[config.mk]
export PLATFORM = sky130hd
export DESIGN_NAME = rom_bank_window
export DESIGN_NICKNAME = d
export VERILOG_FILES = /design/src/rtl/rbw_pkg.sv /design/src/rtl/rbw_ctrl_reg.sv /design/src/rtl/rbw_xlat.sv /design/src/rtl/rbw_seq.sv /design/src/rtl/rom_bank_window.sv
export SDC_FILE = /design/constraint.sdc
export NUM_CORES = 1
export LEC_CHECK = 0
export ABC_CLOCK_PERIOD_IN_PS = 1250
export CAP_MARGIN = 20
export CORE_UTILIZATION = 61
export CTS_CLUSTER_DIAMETER = 60
export DETAILED_ROUTE_END_ITERATION = 6
export DONT_BUFFER_PORTS = 1
export PLACE_DENSITY = 0.88
export SETUP_SLACK_MARGIN = 0.1
export SLEW_MARGIN = 30
export SYNTH_ARGS = -nofsm -noshare
export SYNTH_HDL_FRONTEND = slang
export SYNTH_SLANG_ARGS = --single-unit
[constraint.sdc]
create_clock -name clk -period 1.25 [get_ports clk]
set_input_delay 0.25 -clock clk [delete_from_list [all_inputs] [get_ports clk]]
set_output_delay 0.25 -clock clk [all_outputs]
set_load 0.005 [all_outputs]
[src/rtl/rbw_pkg.sv]
package rbw_pkg;

    // FSM encoding for the read sequencer
    typedef enum logic [1:0] {
        S_IDLE  = 2'd0,
        S_ISSUE = 2'd1,
        S_WAIT  = 2'd2,
        S_RESP  = 2'd3
    } rbw_state_e;

    // Captured read request
    typedef struct packed {
        logic        claim;
        logic        wide;
        logic [18:0] raddr;
    } rbw_req_t;

endpackage

[src/rtl/rbw_ctrl_reg.sv]
module rbw_ctrl_reg #(
    parameter int CTRL_W = 8
) (
    input  logic              clk,
    input  logic              rst_n,
    input  logic              io_we,
    input  logic [CTRL_W-1:0] io_wdata,
    output logic [CTRL_W-1:0] ctrl_q,
    output logic              win_en,
    output logic [CTRL_W-2:0] bank
);
    always_ff @(posedge clk) begin
        if (!rst_n) begin
            ctrl_q <= '0;
        end else if (io_we) begin
            ctrl_q <= io_wdata;
        end
    end

    // Top bit enables, remaining bits select a bank
    assign win_en = ctrl_q[CTRL_W-1];
    assign bank   = ctrl_q[CTRL_W-2:0];
endmodule

[src/rtl/rbw_xlat.sv]
module rbw_xlat #(
    parameter int             ADDR_W   = 20,
    parameter int             WIN_LOG2 = 16,
    parameter int             ROM_LOG2 = 19,
    parameter int             BANK_W   = 7,
    parameter logic [ADDR_W-WIN_LOG2-1:0] WIN_TAG = 'hA
) (
    input  logic [ADDR_W-1:0]   mem_addr,
    input  logic                win_en,
    input  logic [BANK_W-1:0]   bank,
    input  logic                rom_present,
    output logic                claim,
    output logic [ROM_LOG2-1:0] raddr
);
    localparam int TAG_W     = ADDR_W - WIN_LOG2;
    localparam int BANK_USED = ROM_LOG2 - WIN_LOG2;

    logic in_range;
    assign in_range = (mem_addr[ADDR_W-1:WIN_LOG2] == WIN_TAG[TAG_W-1:0]);
    assign claim    = in_range && win_en && rom_present;

    // Bank offset modulo ROM size: keep only the bank bits that fit the ROM
    generate
        if (BANK_USED <= 0) begin : g_single_bank
            assign raddr = mem_addr[ROM_LOG2-1:0];
        end else if (BANK_USED >= BANK_W) begin : g_wide_rom
            assign raddr = {{(BANK_USED-BANK_W){1'b0}}, bank, mem_addr[WIN_LOG2-1:0]};
        end else begin : g_wrap
            assign raddr = {bank[BANK_USED-1:0], mem_addr[WIN_LOG2-1:0]};
        end
    endgenerate
endmodule

[src/rtl/rbw_seq.sv]
module rbw_seq
    import rbw_pkg::*;
#(
    parameter int ROM_LOG2 = 19,
    parameter int DATA_W   = 16
) (
    input  logic                clk,
    input  logic                rst_n,
    input  logic                mem_rd,
    input  logic                claim_in,
    input  logic                wide_in,
    input  logic [ROM_LOG2-1:0] raddr_in,
    input  logic [DATA_W-1:0]   rom_rdata,
    output logic                rom_req,
    output logic [ROM_LOG2-1:0] rom_addr,
    output logic                rsp_valid,
    output logic                hit,
    output logic [DATA_W-1:0]   rsp_data
);
    localparam int LANE_W = DATA_W / 2;

    rbw_state_e state_q, state_d;
    logic        claim_q, wide_q;
    logic [ROM_LOG2-1:0] raddr_q;
    logic [DATA_W-1:0]   data_q;
    logic [DATA_W-1:0]   shaped;

    // State register
    always_ff @(posedge clk) begin
        if (!rst_n) begin
            state_q <= S_IDLE;
        end else begin
            state_q <= state_d;
        end
    end

    always_comb begin
        state_d = state_q;
        unique case (state_q)
            S_IDLE:  if (mem_rd) state_d = S_ISSUE;
            S_ISSUE: state_d = S_WAIT;
            S_WAIT:  state_d = S_RESP;
            S_RESP:  state_d = S_IDLE;
            default: state_d = S_IDLE;
        endcase
    end

    // Request capture and data capture
    always_ff @(posedge clk) begin
        if (!rst_n) begin
            claim_q <= 1'b0;
            wide_q  <= 1'b0;
            raddr_q <= '0;
            data_q  <= '1;
        end else begin
            if (state_q == S_IDLE && mem_rd) begin
                claim_q <= claim_in;
                wide_q  <= wide_in;
                raddr_q <= raddr_in;
            end
            if (state_q == S_WAIT) begin
                data_q <= shaped;
            end
        end
    end

    // Byte reads fill the upper lane with ones; misses return all ones
    generate
        if (DATA_W >= 2) begin : g_lanes
            always_comb begin
                if (!claim_q) begin
                    shaped = '1;
                end else if (wide_q) begin
                    shaped = rom_rdata;
                end else begin
                    shaped = {{(DATA_W-LANE_W){1'b1}}, rom_rdata[LANE_W-1:0]};
                end
            end
        end else begin : g_narrow
            assign shaped = claim_q ? rom_rdata : '1;
        end
    endgenerate

    // Output process
    always_comb begin
        rom_req   = 1'b0;
        rsp_valid = 1'b0;
        hit       = 1'b0;
        rsp_data  = '1;
        rom_addr  = raddr_q;
        unique case (state_q)
            S_IDLE:  ;
            S_ISSUE: rom_req = claim_q;
            S_WAIT:  ;
            S_RESP: begin
                rsp_valid = 1'b1;
                hit       = claim_q;
                rsp_data  = data_q;
            end
            default: ;
        endcase
    end
endmodule

[src/rtl/rom_bank_window.sv]
module rom_bank_window #(
    parameter int ADDR_W   = 20,
    parameter int WIN_LOG2 = 16,
    parameter int ROM_LOG2 = 19,
    parameter int CTRL_W   = 8,
    parameter int DATA_W   = 16
) (
    input  logic                clk,
    input  logic                rst_n,
    input  logic                io_we,
    input  logic [CTRL_W-1:0]   io_wdata,
    output logic [CTRL_W-1:0]   ctrl_rdata,
    input  logic                rom_present,
    input  logic                mem_rd,
    input  logic [ADDR_W-1:0]   mem_addr,
    input  logic                mem_wide,
    output logic                rom_req,
    output logic [ROM_LOG2-1:0] rom_addr,
    input  logic [DATA_W-1:0]   rom_rdata,
    output logic                rsp_valid,
    output logic                hit,
    output logic [DATA_W-1:0]   rsp_data
);
    localparam int BANK_W = CTRL_W - 1;

    logic              win_en;
    logic [BANK_W-1:0] bank;
    logic              claim;
    logic [ROM_LOG2-1:0] raddr;

    rbw_ctrl_reg #(.CTRL_W(CTRL_W)) u_ctrl (
        .clk      (clk),
        .rst_n    (rst_n),
        .io_we    (io_we),
        .io_wdata (io_wdata),
        .ctrl_q   (ctrl_rdata),
        .win_en   (win_en),
        .bank     (bank)
    );

    rbw_xlat #(
        .ADDR_W   (ADDR_W),
        .WIN_LOG2 (WIN_LOG2),
        .ROM_LOG2 (ROM_LOG2),
        .BANK_W   (BANK_W)
    ) u_xlat (
        .mem_addr    (mem_addr),
        .win_en      (win_en),
        .bank        (bank),
        .rom_present (rom_present),
        .claim       (claim),
        .raddr       (raddr)
    );

    rbw_seq #(.ROM_LOG2(ROM_LOG2), .DATA_W(DATA_W)) u_seq (
        .clk       (clk),
        .rst_n     (rst_n),
        .mem_rd    (mem_rd),
        .claim_in  (claim),
        .wide_in   (mem_wide),
        .raddr_in  (raddr),
        .rom_rdata (rom_rdata),
        .rom_req   (rom_req),
        .rom_addr  (rom_addr),
        .rsp_valid (rsp_valid),
        .hit       (hit),
        .rsp_data  (rsp_data)
    );
endmodule

# == Yosys cells after proc, flatten, opt, wreduce, memory -nomap -nowiden ==
# Cells that the tools add are included.
# op_classes
mux,8
reduce_logical,4
eq_ne,5
# ops
cell,count
$mux W16,3
$pmux W2 S4,1
$eq A2 B2 Y1 const B,2
$eq A4 B4 Y1 const B,1
$logic_and A1 B1 Y1,3
$mux W1,3
$eq A2 B1 Y1 const B,1
$logic_not A2 Y1,1
$mux W2,1
$ne A2 B2 Y1 const B,1
# totals
wordCells,23
output_inout_bits,46
register_bits,47
input_bits,50

# == Depth between registers and ports, before layout ==
# logic_depth
depth_word,3
ltp_mapped,6
mapped_depth_nobuf,5

# == By module ==
# From an unflattened synthesis, not the netlist that was laid out.
# unflattened
cells_unflattened,242
area_unflattened_um2,2249.7
# modules_own_cells
module,seq_area_each_um2,area_per_inst_um2,cells_each,n_inst
rbw_seq,780.7,1724.2,188,1
rbw_ctrl_reg,160.2,361.6,33,1
rbw_xlat,0.0,163.9,21,1

# == Least setup slack after synthesis ==
# OpenSTA, ideal clock, no wires.
# synth_path
kind,reg2out
start,reg u_seq.state_q[0]
end,out hit
stages_incl_launch_ff,4
n_path_buf,1
arrival_ns,1.022
setup_slack_ns,-0.022
required_time_ns,1.000
path_cell_list,dfxtp_1 -> ha_1 -> buf_2 -> and2_1
# synth_between
elab_chain_cells,2
# synth_lines
item,line_no,source
from (decl),rbw_seq.sv:22,"rbw_state_e state_q, state_d;"
from (signal assigned),rbw_seq.sv:33,state_q <= state_d;
$eq A2 B2 Y1,rbw_seq.sv:91,unique case (state_q)
$mux W1,rbw_seq.sv:91,
to (decl),rom_bank_window.sv:21,"output logic hit,"
# No other way between the ends.

# == Final worst setup path ==
# layout_path
start,reg u_seq.state_q[0]
end,out rsp_data[9]
# layout_between
elab_chain_cells,2
# layout_lines
item,line_no,source
$eq A2 B2 Y1,rbw_seq.sv:91,
$mux W16,rbw_seq.sv:91,
to (decl),rom_bank_window.sv:22,output logic [DATA_W-1:0] rsp_data
# No other way between the ends.

==> results.py <==
metrics = {
    "clock_network": {
        "cts_max_path_buffers": 2,
        "cts_inserted_buffers": 5,
        "cts_max_level": 2,
        "cts_tree": "built",
        "clock-root-buffer": "clkbuf_4",
        "cts_num_sinks": 47,
        "clk_pin_slew_ns": 0.14,
        "worst_skew_pair.late_latency_ns": 0.37,
    },
    "detailed_routing": {
        "drt_iter0_markers": 63,
        "routed-via-count": 1602,
        "routed_wire_length_per_instance_microns": 17.80,
        "drt-pass1-iter-count": 4,
        "route.detailed.drc": 0,
        "avgViaCountPerCell": 5.681,
        "antenna_violating_nets_left": 0,
        "postRouteWirelength_microns": 5020,
    },
    "global_routing": {
        "grt_util_all_layers": 0.2468,
        "wire_length_of_the_first_global_routing_pass_microns": 6430,
        "first_global_vias": 1460,
        "globalRouteOverflowTotal": 0,
        "antenna_found_initial": 0,
        "grt_max_degree": 33,
    },
    "sta": {
        "slew_headroom": 0.6649,
        "final_max_slew_viol_count": 0,
        "final_cycle_utilization_of_the_critical_path": 1.211,
        "hold_viol": 0,
        "fin_setup_tns_ns": -6.194,
        "postLayoutSetupSlackWorst_ns": -0.2635,
        "layout_min_cycle_time_ns": 1.513,
        "hold_ws_ns": 0.004776,
        "max_clock_freq_mhz": 660.7,
        "worst-slew-pin-transition_ns": 0.5010,
        "setup_viol": 45,
        "fin_worst_skew_ns": 0.01708,
        "rsz0062_at_grt": "true",
    },
    "setup_path": {
        "r2r-start": "u_seq.state_q[1]",
        "criticalPathCategory": "register to output port",
        "setup.worst_path.start_class": "register",
        "worst_path_most_repeated_cell": "buf_6",
        "timing.critical_path.slowest_stage_cell": "dfxtp_2",
        "worstReg2RegEnd": "u_seq.state_q[1]",
        "timing.critical_path.arrival_ns": 1.26,
        "timing.critical_path.fanout_max": 8,
        "worst-r2r-cell-count": 8,
        "r2r_slack_ns": -0.13,
        "required_time_of_the_worst_setup_path_ns": 1.00,
        "delay_contributed_by_the_slowest_stage_of_the_critical_path_ns": 0.36,
        "critical_path.cell_chain": "buf_6 -> ha_4 -> buf_6 -> nand2b_1",
        "endpoint_kind": "output port",
    },
    "logic_synthesis": {
        "ys_seq_elements": 47,
        "post_synth.cell_area_avg_sq_um": 9.317,
        "synth-warning-count": 0,
        "synth_top_flop_cell": "dfxtp_1",
        "synthTopCellsByCount": "nand2_1, dfxtp_1, a21boi_2, nand2b_1",
        "async_flop_share": 0,
        "synth_top_cell_area_share": 0.4697,
        "top_area_cells_in_the_synthesized_netlist": "dfxtp_1, a21boi_2, nand2_1",
        "yosys.area.top_type": "dfxtp_1",
        "synth.net_count": 269,
        "mapped_cells": 215,
        "synth_sequential_area_ratio": 0.4697,
        "syn-cell-area_sq_mm": 0.002003,
        "most_frequently_used_cell_type_in_the_post_synthesis_netlist": "nand2_1",
        "post_synth_num_cell_types": 23,
        "synth-edff-count": 0,
    },
    "power_and_ir_drop": {
        "power_density_mw_per_mm2": 1755,
        "vdd.ir_drop.worst_mv": 1.261,
        "leakagePower_nw": 0.9436,
    },
    "final_layout": {
        "utilization": 0.8236,
        "antenna_cells": 0,
        "nets": 291,
        "flow.area_growth_from_synthesis_pct": 26.55,
        "fraction_of_final_layout_cells_with_drive_strength_greater_than_1": 0.3613,
        "fillerInstances": 183,
    },
    "run": {
        "number_of_max_cap_violations": 0,
    },
    "floorplan": {
        "floorplan.die.height_microns": 59.31,
        "die_area_sq_mm": 0.003517,
        "boundaryPins": 96,
        "start_util": 0.6508,
        "dieWidth_microns": 59.31,
        "core_sq_mm": 0.003078,
        "std_cell_rows": 20,
    },
    "min_path": {
        "min_from": "mem_addr[15]",
        "whs_path_depth": 2,
        "whs_endpoint": "u_seq.rom_addr[15]",
        "hold_path.class": "input pin to register",
    },
    "run_status": {
        "run_status": "complete, but fails checks",
        "violated_checks": "negative setup slack",
    },
    "placed_design": {
        "port_buffers": 0,
        "detailed_place_hpwl_microns": 2694,
        "finalWeightedCongestion": 0.7217,
    },
}
[cell usage in the layout (no fill, tap or decap)]
master	netlist	final
dfxtp_1	47	45
nand2_1	52	29
nand2_2	0	22
a21boi_2	20	20
nand2b_1	17	14
mux2i_1	9	9
nor2b_1	9	9
nor2_1	9	8
nor3b_1	8	8
dlygate4sd3_1	0	8
o22ai_1	8	7
buf_6	3	7
o21ai_0	6	5
clkbuf_4	0	5
buf_4	3	5
and2_4	1	4
o21ai_1	3	4
ha_4	0	4
nand2b_4	0	3
clkinv_2	0	3
clkbuf_16	0	2
buf_12	0	2
inv_1	2	1
and2_1	2	1
inv_4	0	1
o22ai_2	0	1
nand2_8	0	1
nor4bb_1	1	1
nand4_1	1	1
a21boi_1	1	1
a21oi_1	1	1
nor2_2	0	1
buf_16	0	1
and2_2	0	1
buf_8	0	1
dfxtp_2	0	1
dfxtp_4	0	1
[what timing repair did]
item | 4_1_cts | 5_1_grt
resized for setup | 19 | 37
setup buffers | 4 | 4
endpoints found under the hold margin | 16 | 7
endpoints found under the setup margin | 54 | 58
pin swaps | 3 | 4
hold buffers | 1 | 7
cloned | 3 | 4
[worst max-delay path, delay by kind of cell, from the launching register on]
| kind | cells | cell delay [ns] |
|---|---|---|
| fa+ha+maj | 1 | 0.21 |
| simple gates | 1 | 0.07 |
| flops | 1 | 0.36 |
| buf+inv | 2 | 0.27 |
[through the flow]
stage / power, mW / cell area (sq um) / instances / setup slack [ns]
after floorplan: 2.605 / 2026 / 215 / 0.09835
after global placement: 2.782 / 2053 / 251 / 0.07202
after detailed placement: 2.837 / 2053 / 251 / 0.005465
after CTS: 3.838 / 2248 / 267 / -0.2677
after global routing: 4.647 / 2535 / 282 / -0.3264
final: 4.450 / 2535 / 282 / -0.2635
[registers in the layout (all words and copies together), names as in the netlist]
signal and flops:
u_ctrl.ctrl_q 8, u_seq.claim_q 1, u_seq.data_q 16, u_seq.rom_addr 19
u_seq.state_q 2, u_seq.wide_q 1
[where the power goes]
part	total, mW	internal (mW)	switching [mW]
Sequential	1.84	1.68	0.165
Combinational	1.93	1.01	0.914
Clock	0.680	0.210	0.470
Total	4.45	2.90	1.55
[how the worst max path moves through the flow]
stage / from / endpoint
finish: u_seq.state_q[0] / rsp_data[9]
detailed placement: u_seq.state_q[1] / u_seq.state_q[1]
global route: u_seq.state_q[0] / rsp_data[15]
CTS: u_seq.state_q[0] / rsp_data[11]
floorplan: u_seq.state_q[0] / u_seq.rom_addr[10]
global placement: u_seq.state_q[1] / u_seq.state_q[1]
[layer usage]
metal / global-route usage / routed length (microns) / part of all wire / up-vias
li1: - / - / - / 760
met1: 0.2740 / 1943 / 0.39 / 751
met2: 0.4398 / 2624 / 0.52 / 77
met3: 0.06550 / 334 / 0.067 / 14
met4: 0.1054 / 117 / 0.023 / 0
met5: 0 / 0 / 0 / -
[kinds of logic after synthesis]
kind of cell | after synthesis | synth area share
adders and majority gates | 4 | 0.02499
buffers and inverters | 16 | 0.04997
muxes | 9 | 0.04497
DFF | 47 | 0.4697
AOI/OAI and AO/OA | 39 | 0.1661
and+or+nand+nor | 100 | 0.2442
[cell type report]
class                      count  area (sq um)  share of cell area
multi-input combinational    155          1142              0.4506
sequential                    47         945.9              0.3731
timing repair buffer          26         329.1              0.1298
tap                           44         55.05             0.02172
clock buffer                   5         37.54             0.01481
clock inverter                 3         15.01            0.005923
inverter                       2         10.01            0.003949
(Power assumes the default switching activity.)
